$ cat src/rtl/gpio_port_pkg.sv
package gpio_port_pkg;

  typedef enum logic [1:0] {
    PM_IN  = 2'b00,
    PM_OUT = 2'b01,
    PM_ALT = 2'b10,
    PM_ANA = 2'b11
  } pin_mode_e;

  localparam int OFF_MODE   = 0;
  localparam int OFF_TYPE   = 1;
  localparam int OFF_SPEED  = 2;
  localparam int OFF_PULL   = 3;
  localparam int OFF_IDR    = 4;
  localparam int OFF_ODR    = 5;
  localparam int OFF_SETCLR = 6;
  localparam int OFF_AFLO   = 7;
  localparam int OFF_AFHI   = 8;

  localparam int HALF_W = 16;

endpackage

$ cat src/rtl/gpio_in_sync.sv
module gpio_in_sync #(
  parameter int W = 16
) (
  input  logic         clk,
  input  logic         rst,
  input  logic [W-1:0] d,
  output logic [W-1:0] q
);
  logic [W-1:0] meta_q;
  logic [W-1:0] stab_q;

  always_ff @(posedge clk) begin
    if (rst) begin
      meta_q <= '0;
      stab_q <= '0;
    end else begin
      meta_q <= d;
      stab_q <= meta_q;
    end
  end

  assign q = stab_q;
endmodule

$ cat src/rtl/gpio_cfg_regs.sv
module gpio_cfg_regs
  import gpio_port_pkg::*;
#(
  parameter int NPIN   = 16,
  parameter int AF_W   = 4,
  parameter int ADDR_W = 4
) (
  input  logic                 clk,
  input  logic                 rst,
  input  logic                 bus_sel,
  input  logic                 bus_wr,
  input  logic [ADDR_W-1:0]    bus_addr,
  input  logic [31:0]          bus_wdata,
  output logic [31:0]          bus_rdata,
  input  logic [NPIN-1:0]      sync_in,
  output logic [2*NPIN-1:0]    mode_o,
  output logic [NPIN-1:0]      otype_o,
  output logic [2*NPIN-1:0]    speed_o,
  output logic [2*NPIN-1:0]    pull_o,
  output logic [NPIN-1:0]      odr_o,
  output logic [AF_W*NPIN-1:0] af_o
);
  localparam int AF_BITS = AF_W * NPIN;

  logic [2*NPIN-1:0]  mode_q, speed_q, pull_q;
  logic [NPIN-1:0]    otype_q, odr_q, idr_q, amask;
  logic [AF_BITS-1:0] af_q;
  logic [31:0]        rd_val;
  logic               wr_hit, rd_hit;

  assign wr_hit = bus_sel && bus_wr;
  assign rd_hit = bus_sel && !bus_wr;

  for (genvar p = 0; p < NPIN; p++) begin : g_amask
    assign amask[p] = (mode_q[2*p +: 2] == PM_ANA);
  end

  always_comb begin
    case (32'(bus_addr))
      OFF_MODE:  rd_val = 32'(mode_q);
      OFF_TYPE:  rd_val = 32'(otype_q);
      OFF_SPEED: rd_val = 32'(speed_q);
      OFF_PULL:  rd_val = 32'(pull_q);
      OFF_IDR:   rd_val = 32'(idr_q);
      OFF_ODR:   rd_val = 32'(odr_q);
      OFF_AFLO:  rd_val = af_q[31:0];
      OFF_AFHI:  rd_val = 32'(af_q[AF_BITS-1:32]);
      default:   rd_val = '0;
    endcase
  end

  always_ff @(posedge clk) begin
    if (rst) begin
      mode_q    <= '0;
      otype_q   <= '0;
      speed_q   <= '0;
      pull_q    <= '0;
      odr_q     <= '0;
      idr_q     <= '0;
      af_q      <= '0;
      bus_rdata <= '0;
    end else begin
      idr_q     <= sync_in & ~amask;
      bus_rdata <= rd_hit ? rd_val : '0;
      if (wr_hit) begin
        case (32'(bus_addr))
          OFF_MODE:   mode_q  <= bus_wdata[2*NPIN-1:0];
          OFF_TYPE:   otype_q <= bus_wdata[NPIN-1:0];
          OFF_SPEED:  speed_q <= bus_wdata[2*NPIN-1:0];
          OFF_PULL:   pull_q  <= bus_wdata[2*NPIN-1:0];
          OFF_ODR:    odr_q   <= bus_wdata[NPIN-1:0];
          OFF_SETCLR: odr_q   <= (odr_q & ~bus_wdata[HALF_W +: NPIN]) | bus_wdata[NPIN-1:0];
          OFF_AFLO:   af_q[31:0] <= bus_wdata;
          OFF_AFHI:   af_q[AF_BITS-1:32] <= bus_wdata[AF_BITS-33:0];
          default: ;
        endcase
      end
    end
  end

  assign mode_o  = mode_q;
  assign otype_o = otype_q;
  assign speed_o = speed_q;
  assign pull_o  = pull_q;
  assign odr_o   = odr_q;
  assign af_o    = af_q;

  // every flagged set bit is high after the write
  p_setclr_set_r8: assert property (@(posedge clk) disable iff (rst)
    (wr_hit && 32'(bus_addr) == OFF_SETCLR) |=>
      ((odr_q & $past(bus_wdata[NPIN-1:0])) == $past(bus_wdata[NPIN-1:0])));

  // bits flagged in neither half keep their value
  p_setclr_keep_r8: assert property (@(posedge clk) disable iff (rst)
    (wr_hit && 32'(bus_addr) == OFF_SETCLR) |=>
      (((odr_q ^ $past(odr_q)) &
        ~($past(bus_wdata[NPIN-1:0]) | $past(bus_wdata[HALF_W +: NPIN]))) == '0));

  // analog pins never store a one in input data
  p_analog_idr_r6: assert property (@(posedge clk) disable iff (rst)
    (amask != '0) |=> ((idr_q & $past(amask)) == '0));

  // read data is zero after a cycle without a read strobe
  p_rdata_idle_r9: assert property (@(posedge clk) disable iff (rst)
    !rd_hit |=> (bus_rdata == '0));
endmodule

$ cat src/rtl/gpio_pin_slice.sv
module gpio_pin_slice
  import gpio_port_pkg::*;
#(
  parameter int NALT = 16,
  parameter int AF_W = 4
) (
  input  logic            clk,
  input  logic            rst,
  input  logic [1:0]      mode,
  input  logic            otype,
  input  logic [1:0]      speed,
  input  logic [1:0]      pull,
  input  logic            odr_bit,
  input  logic [AF_W-1:0] af_sel,
  input  logic [NALT-1:0] alt_src,
  output logic            pad_out,
  output logic            pad_oe,
  output logic            pad_od,
  output logic            pad_pu,
  output logic            pad_pd,
  output logic            pad_ie,
  output logic [1:0]      pad_speed
);
  localparam int SELN = 2 ** AF_W;

  logic [SELN-1:0] alt_ext;
  logic            drive, analog, val;

  assign alt_ext = SELN'(alt_src);
  assign drive   = (mode == PM_OUT) || (mode == PM_ALT);
  assign analog  = (mode == PM_ANA);
  assign val     = (mode == PM_ALT) ? alt_ext[af_sel] : odr_bit;

  always_ff @(posedge clk) begin
    if (rst) begin
      pad_out   <= 1'b0;
      pad_oe    <= 1'b0;
      pad_od    <= 1'b0;
      pad_pu    <= 1'b0;
      pad_pd    <= 1'b0;
      pad_ie    <= 1'b1;
      pad_speed <= '0;
    end else begin
      pad_out   <= drive && !otype && val;
      pad_oe    <= drive && !(otype && val);
      pad_od    <= drive && otype;
      pad_pu    <= !analog && (pull == 2'b01);
      pad_pd    <= !analog && (pull == 2'b10);
      pad_ie    <= !analog;
      pad_speed <= speed;
    end
  end

  // analog pin is fully quiet on the next cycle
  p_analog_quiet_r6: assert property (@(posedge clk) disable iff (rst)
    (mode == PM_ANA) |=> (!pad_oe && !pad_pu && !pad_pd && !pad_ie));

  // input mode never drives the pad
  p_input_hiz_r2: assert property (@(posedge clk) disable iff (rst)
    (mode == PM_IN) |=> (!pad_oe && !pad_out && pad_ie));

  // open-drain with a high value releases the pad
  p_od_float_r4: assert property (@(posedge clk) disable iff (rst)
    (drive && otype && val) |=> (!pad_oe && pad_od));

  // both pulls are never on together
  p_pull_excl_r7: assert property (@(posedge clk) disable iff (rst)
    1'b1 |-> !(pad_pu && pad_pd));
endmodule

$ cat src/rtl/gpio_port_ctrl.sv
module gpio_port_ctrl #(
  parameter int NPIN   = 16,
  parameter int NALT   = 16,
  parameter int AF_W   = 4,
  parameter int ADDR_W = 4
) (
  input  logic              clk,
  input  logic              rst,
  input  logic              bus_sel,
  input  logic              bus_wr,
  input  logic [ADDR_W-1:0] bus_addr,
  input  logic [31:0]       bus_wdata,
  output logic [31:0]       bus_rdata,
  input  logic [NPIN-1:0]   pad_in,
  input  logic [NALT-1:0]   alt_src,
  output logic [NPIN-1:0]   pad_out,
  output logic [NPIN-1:0]   pad_oe,
  output logic [NPIN-1:0]   pad_od,
  output logic [NPIN-1:0]   pad_pu,
  output logic [NPIN-1:0]   pad_pd,
  output logic [NPIN-1:0]   pad_ie,
  output logic [2*NPIN-1:0] pad_speed
);
  logic [NPIN-1:0]      sync_lvl;
  logic [2*NPIN-1:0]    mode_w, speed_w, pull_w;
  logic [NPIN-1:0]      otype_w, odr_w;
  logic [AF_W*NPIN-1:0] af_w;

  gpio_in_sync #(.W(NPIN)) u_sync (
    .clk (clk),
    .rst (rst),
    .d   (pad_in),
    .q   (sync_lvl)
  );

  gpio_cfg_regs #(.NPIN(NPIN), .AF_W(AF_W), .ADDR_W(ADDR_W)) u_regs (
    .clk       (clk),
    .rst       (rst),
    .bus_sel   (bus_sel),
    .bus_wr    (bus_wr),
    .bus_addr  (bus_addr),
    .bus_wdata (bus_wdata),
    .bus_rdata (bus_rdata),
    .sync_in   (sync_lvl),
    .mode_o    (mode_w),
    .otype_o   (otype_w),
    .speed_o   (speed_w),
    .pull_o    (pull_w),
    .odr_o     (odr_w),
    .af_o      (af_w)
  );

  for (genvar p = 0; p < NPIN; p++) begin : g_pin
    gpio_pin_slice #(.NALT(NALT), .AF_W(AF_W)) u_pin (
      .clk       (clk),
      .rst       (rst),
      .mode      (mode_w[2*p +: 2]),
      .otype     (otype_w[p]),
      .speed     (speed_w[2*p +: 2]),
      .pull      (pull_w[2*p +: 2]),
      .odr_bit   (odr_w[p]),
      .af_sel    (af_w[AF_W*p +: AF_W]),
      .alt_src   (alt_src),
      .pad_out   (pad_out[p]),
      .pad_oe    (pad_oe[p]),
      .pad_od    (pad_od[p]),
      .pad_pu    (pad_pu[p]),
      .pad_pd    (pad_pd[p]),
      .pad_ie    (pad_ie[p]),
      .pad_speed (pad_speed[2*p +: 2])
    );
  end
endmodule

$ cat config.mk
export PLATFORM = sky130hd
export DESIGN_NAME = gpio_port_ctrl
export DESIGN_NICKNAME = d
export VERILOG_FILES = /design/src/rtl/gpio_port_pkg.sv /design/src/rtl/gpio_in_sync.sv /design/src/rtl/gpio_cfg_regs.sv /design/src/rtl/gpio_pin_slice.sv /design/src/rtl/gpio_port_ctrl.sv
export SDC_FILE = /design/constraint.sdc
export NUM_CORES = 1
export LEC_CHECK = 0
export BUFFER_PORTS_ARGS = -buffer_cell sky130_fd_sc_hd__buf_4
export CAP_MARGIN = 20
export CELL_PAD_IN_SITES_DETAIL_PLACEMENT = 2
export CELL_PAD_IN_SITES_GLOBAL_PLACEMENT = 2
export CORE_MARGIN = 8
export CORE_UTILIZATION = 31
export CTS_BUF_LIST = sky130_fd_sc_hd__clkbuf_4 sky130_fd_sc_hd__clkbuf_8
export CTS_CLUSTER_SIZE = 25
export DETAILED_ROUTE_END_ITERATION = 12
export GPL_ROUTABILITY_DRIVEN = 0
export PLACE_DENSITY_LB_ADDON = 0.1
export SYNTH_ARGS = -nofsm -noshare
export SYNTH_HDL_FRONTEND = slang
export SYNTH_HIERARCHICAL = 1
export SYNTH_SLANG_ARGS = --single-unit
$ cat constraint.sdc
create_clock -name clk -period 3.15 [get_ports clk]
set_input_delay 0 -clock clk [delete_from_list [all_inputs] [get_ports clk]]
set_output_delay 0 -clock clk [all_outputs]
set_load 0.02 [all_outputs]
==> results by group <==
Final layout
  – Final core occ: 39.79%
  – Layout Nets: 2,240
  – Fill count: 5,972
  – Non-Filler Instances: 2,943
  – Multi-input gate area: 8384 µm²
  – Layout cells sized above 1: 23.36%
  – Area Growth Syn to Fin: 26.98%
  – Sequential Area: 8008 µm²

CTS
  – Clock Sinks: 400
  – H-tree levels: 3
  – CTS root buf: clkbuf_8
  – Clock Pin Slew Worst Setup and Hold Paths: 0.06 ns
  – Skew-Pair Late Insertion Delay: 0.68 ns
  – CTS tree: built
  – TritonCTS Buffers: 75
  – Clock Tree Buf Depth: 3

Die
  – Die H: 251.8 µm
  – Row cnt: 86
  – Core Region: 54,990 µm²
  – Die X: 251.8 µm
  – Initial Utilization: 31.34%
  – Total I/O pin count: 232
  – Die area: 63,380 µm²

Worst setup path
  – Flop-to-flop setup slack: 1.15 ns
  – Reg2reg start: u_regs/af_o[17]
  – Required @ worst endpoint: 3.74 ns
  – CP Max Fanout: 31
  – Worst R2R End: g_pin[4].u_pin/pad_oe
  – Worst Path Arrival: 2.95 ns
  – Startpoint types: input pin
  – FF-to-FF path depth: 4
  – Crit path capture type: flip-flop
  – Setup CP Type: input pin to flip-flop

Timing
  – RSZ-0062 raised after global routing: false
  – Tmin final: 2.354 ns
  – Fmax: 424.8 MHz
  – Slew @ Worst Pin: 1.005 ns
  – Period utilization: 74.74%
  – Setup TNS Final: 0 ns
  – Final Hold Viols: 0
  – Setup violations, final: 0
  – Slew Limit Fails: 0
  – Relative slew slack: 32.77%
  – Worst Skew: 0.04444 ns

Place
  – DPL Wire Length: 54,480 µm
  – # port buffers: 231
  – Placed cell count: 2,746

Detailed routing
  – # DRC: 0
  – Vias per std cell: 5.354
  – WL/cell: 27.16 µm
  – DR iter-0 viols: 959
  – 1st-pass router iterations: 5
  – Routed wire length: 79,930 µm
  – Final ANT Viol Nets: 0
  – Vias: 15,758

Run
  – Max-cap violations: 0

Power
  – Gate power share: 6.9%
  – Clock share of power: 47.8%
  – Switching share of total power: 25.35%
  – Switching pwr: 2.885 mW
  – Seq pwr share: 45.3%
  – Static leakage: 7.871 nW
  – Int Power: 8.496 mW
  – Peak supply drop: 0.2773 mV
  – Tot Pwr: 11.38 mW
  – Pwr dens: 520.2 nW/µm²

Min path
  – Hold Path Stages: 3
  – Hold EP: u_sync/meta_q[10]
  – Critical hold path startpoint: pad_in[10]
  – Worst hold path class: input pin to flip-flop

Synth
  – Synth top area share: 46.47%
  – Netlist cell types: 58
  – Mapped Nets: 1,938
  – Sequential area share after synthesis: 46.47%
  – Async set-reset flop share out of synthesis: 0%
  – Syn. warnings: 6
  – EDFF count, synth: 0
  – Synth top area cells: dfxtp_1 46%, nand2_1 8.6%, mux2i_1 8.0%
  – Yosys reg bits: 400
  – Cell type with the largest total area after synthesis: dfxtp_1
  – Synth Cell Area: 17,230 µm²
  – Syn avg cell area: 9.395 µm²
  – Synth Flop Type: dfxtp_1
  – Gate Count Post-Synth: 1,834

Global routing
  – First-pass GRT wire length: 116,100 µm
  – Largest net degree at the start of global routing: 93
  – Gr ovfl total: 0
  – Antenna violations before repair: 3
  – Tot GR Track Use: 24.52%
  – Vias in the first global route: 17,398

Run status
  – Status: finished, final reports clean
==> layout by cell type, fill, tap and decap left out, types with 6 or more instances in the layout <==
cell type	instances
dfxtp_1	400
mux4_2	32
ha_1	32
buf_4	274
nor4b_1	32
nand3_1	19
a31oi_1	18
mux2i_1	138
clkbuf_8	96
nor3b_1	16
a211oi_1	16
o21ai_0	20
nor2_1	43
a222oi_1	6
a22oi_1	26
clkbuf_4	17
a22o_1	12
inv_1	50
nand2b_1	17
clkinv_2	13
and3_1	18
a21oi_1	221
a32oi_1	10
nand2_1	395
a311oi_1	16
dlygate4sd3_1	61
nor3_1	17
mux2_2	51
nor2b_1	68
==> repair_timing <==
action | in CTS | in global routing
hold buffers | 61 | 0
hold endpoints to repair | 265 | 0
buffers inserted | 0 | 0
resized for setup | 0 | 0
==> final cells by class <==
cell class	count	area share [%]
multi-input combinational	1270	38.32
clock inverter	20	0.7548
antenna	3	0.03431
inverter	50	0.8578
timing repair buffer	339	12.54
sequential	400	36.60
clock buffer	113	6.622
tap	748	4.277
==> cell families (layout without fill, tap and decap cells) <==
group	Yosys count	in the layout	synth area share [%]
compound gates	364	364	12.74
fa+ha+maj	32	32	2.324
buf+inv	164	522	4.923
flops	400	400	46.47
mux	221	221	15.53
other cells	0	3	0
simple gates	653	653	18.01
==> worst max-delay path: stages <==
cell,delay [ns]
dlygate4sd3_1,0.56
buf_4,0.30
and4bb_2,0.48
and2_0,0.80
buf_4,0.50
nand2_1,0.11
a21oi_1,0.16
==> registers in the layout, indices dropped and copies added, names as in the netlist, 32 cells and up <==
signal                 count
u_regs/mode_o             32
u_regs/bus_rdata          32
u_regs/speed_o            32
g_pin.u_pin/pad_speed     32
u_regs/af_o               64
u_regs/pull_o             32
==> cell usage after synthesis (4+ instances only) <==
| cell | count |
|---|---|
| mux4_2 | 32 |
| nor4b_1 | 32 |
| o21ai_1 | 4 |
| mux2i_1 | 138 |
| a22oi_1 | 26 |
| inv_1 | 50 |
| nor3_1 | 17 |
| dfxtp_1 | 400 |
| nor2b_1 | 69 |
| a31oi_1 | 18 |
| mux2_2 | 51 |
| and3_1 | 18 |
| o21ai_0 | 20 |
| nand2_1 | 396 |
| a32oi_1 | 10 |
| nor3b_1 | 16 |
| nand3_1 | 19 |
| a21oi_1 | 221 |
| and2_1 | 5 |
| a22o_1 | 12 |
| nand2b_1 | 17 |
| buf_1 | 5 |
| buf_2 | 38 |
| nor2_1 | 43 |
| a311oi_1 | 16 |
| a222oi_1 | 6 |
| buf_6 | 18 |
| clkbuf_1 | 39 |
| a211oi_1 | 16 |
| buf_4 | 13 |
| ha_1 | 32 |
==> worst max path at each step <==
stage	startpoint	endpoint	slack (ns)
6_report	bus_addr[2]	u_regs/mode_o[3]	0.80
4_1_cts	bus_addr[2]	u_regs/mode_o[23]	0.89
3_5_place_dp	bus_addr[2]	u_regs/mode_o[23]	0.80
3_3_place_gp	bus_addr[2]	u_regs/mode_o[25]	0.88
2_1_floorplan	u_regs/af_o[45]	g_pin[11].u_pin/pad_oe	1.74
5_1_grt	bus_addr[2]	u_regs/mode_o[0]	0.70
==> metrics by stage <==
step,hold WS (ns),setup WS [ns],area [µm²]
4_1_cts,0.03688,0.8854,21870
3_3_place_gp,0.2153,0.8769,19650
3_5_place_dp,0.2208,0.7995,19650
6_report,0.08316,0.7957,21880
2_1_floorplan,0.07161,1.737,17230
5_1_grt,0.09933,0.6990,21880
==> power groups by stage <==
| stage | logic [mW] | registers [mW] | clock network (mW) |
|---|---|---|---|
| final | 0.790 | 5.15 | 5.44 |
| after global routing | 0.820 | 5.15 | 5.85 |
| after CTS | 0.780 | 5.15 | 5.61 |
| after detailed placement | 0.714 | 5.26 | 0 |
| after global placement | 0.699 | 5.26 | 0 |
| after floorplan | 0.310 | 5.24 | 0 |
==> metal layers <==
| metal | global-route usage, % | part of all wire [%] |
|---|---|---|
| met5 | 0 | 0.019 |
| met3 | 4.507 | 5.7 |
| met1 | 29.42 | 41 |
| met4 | 11.54 | 4.3 |
| met2 | 42.17 | 49 |
(Power assumes the default switching activity.)
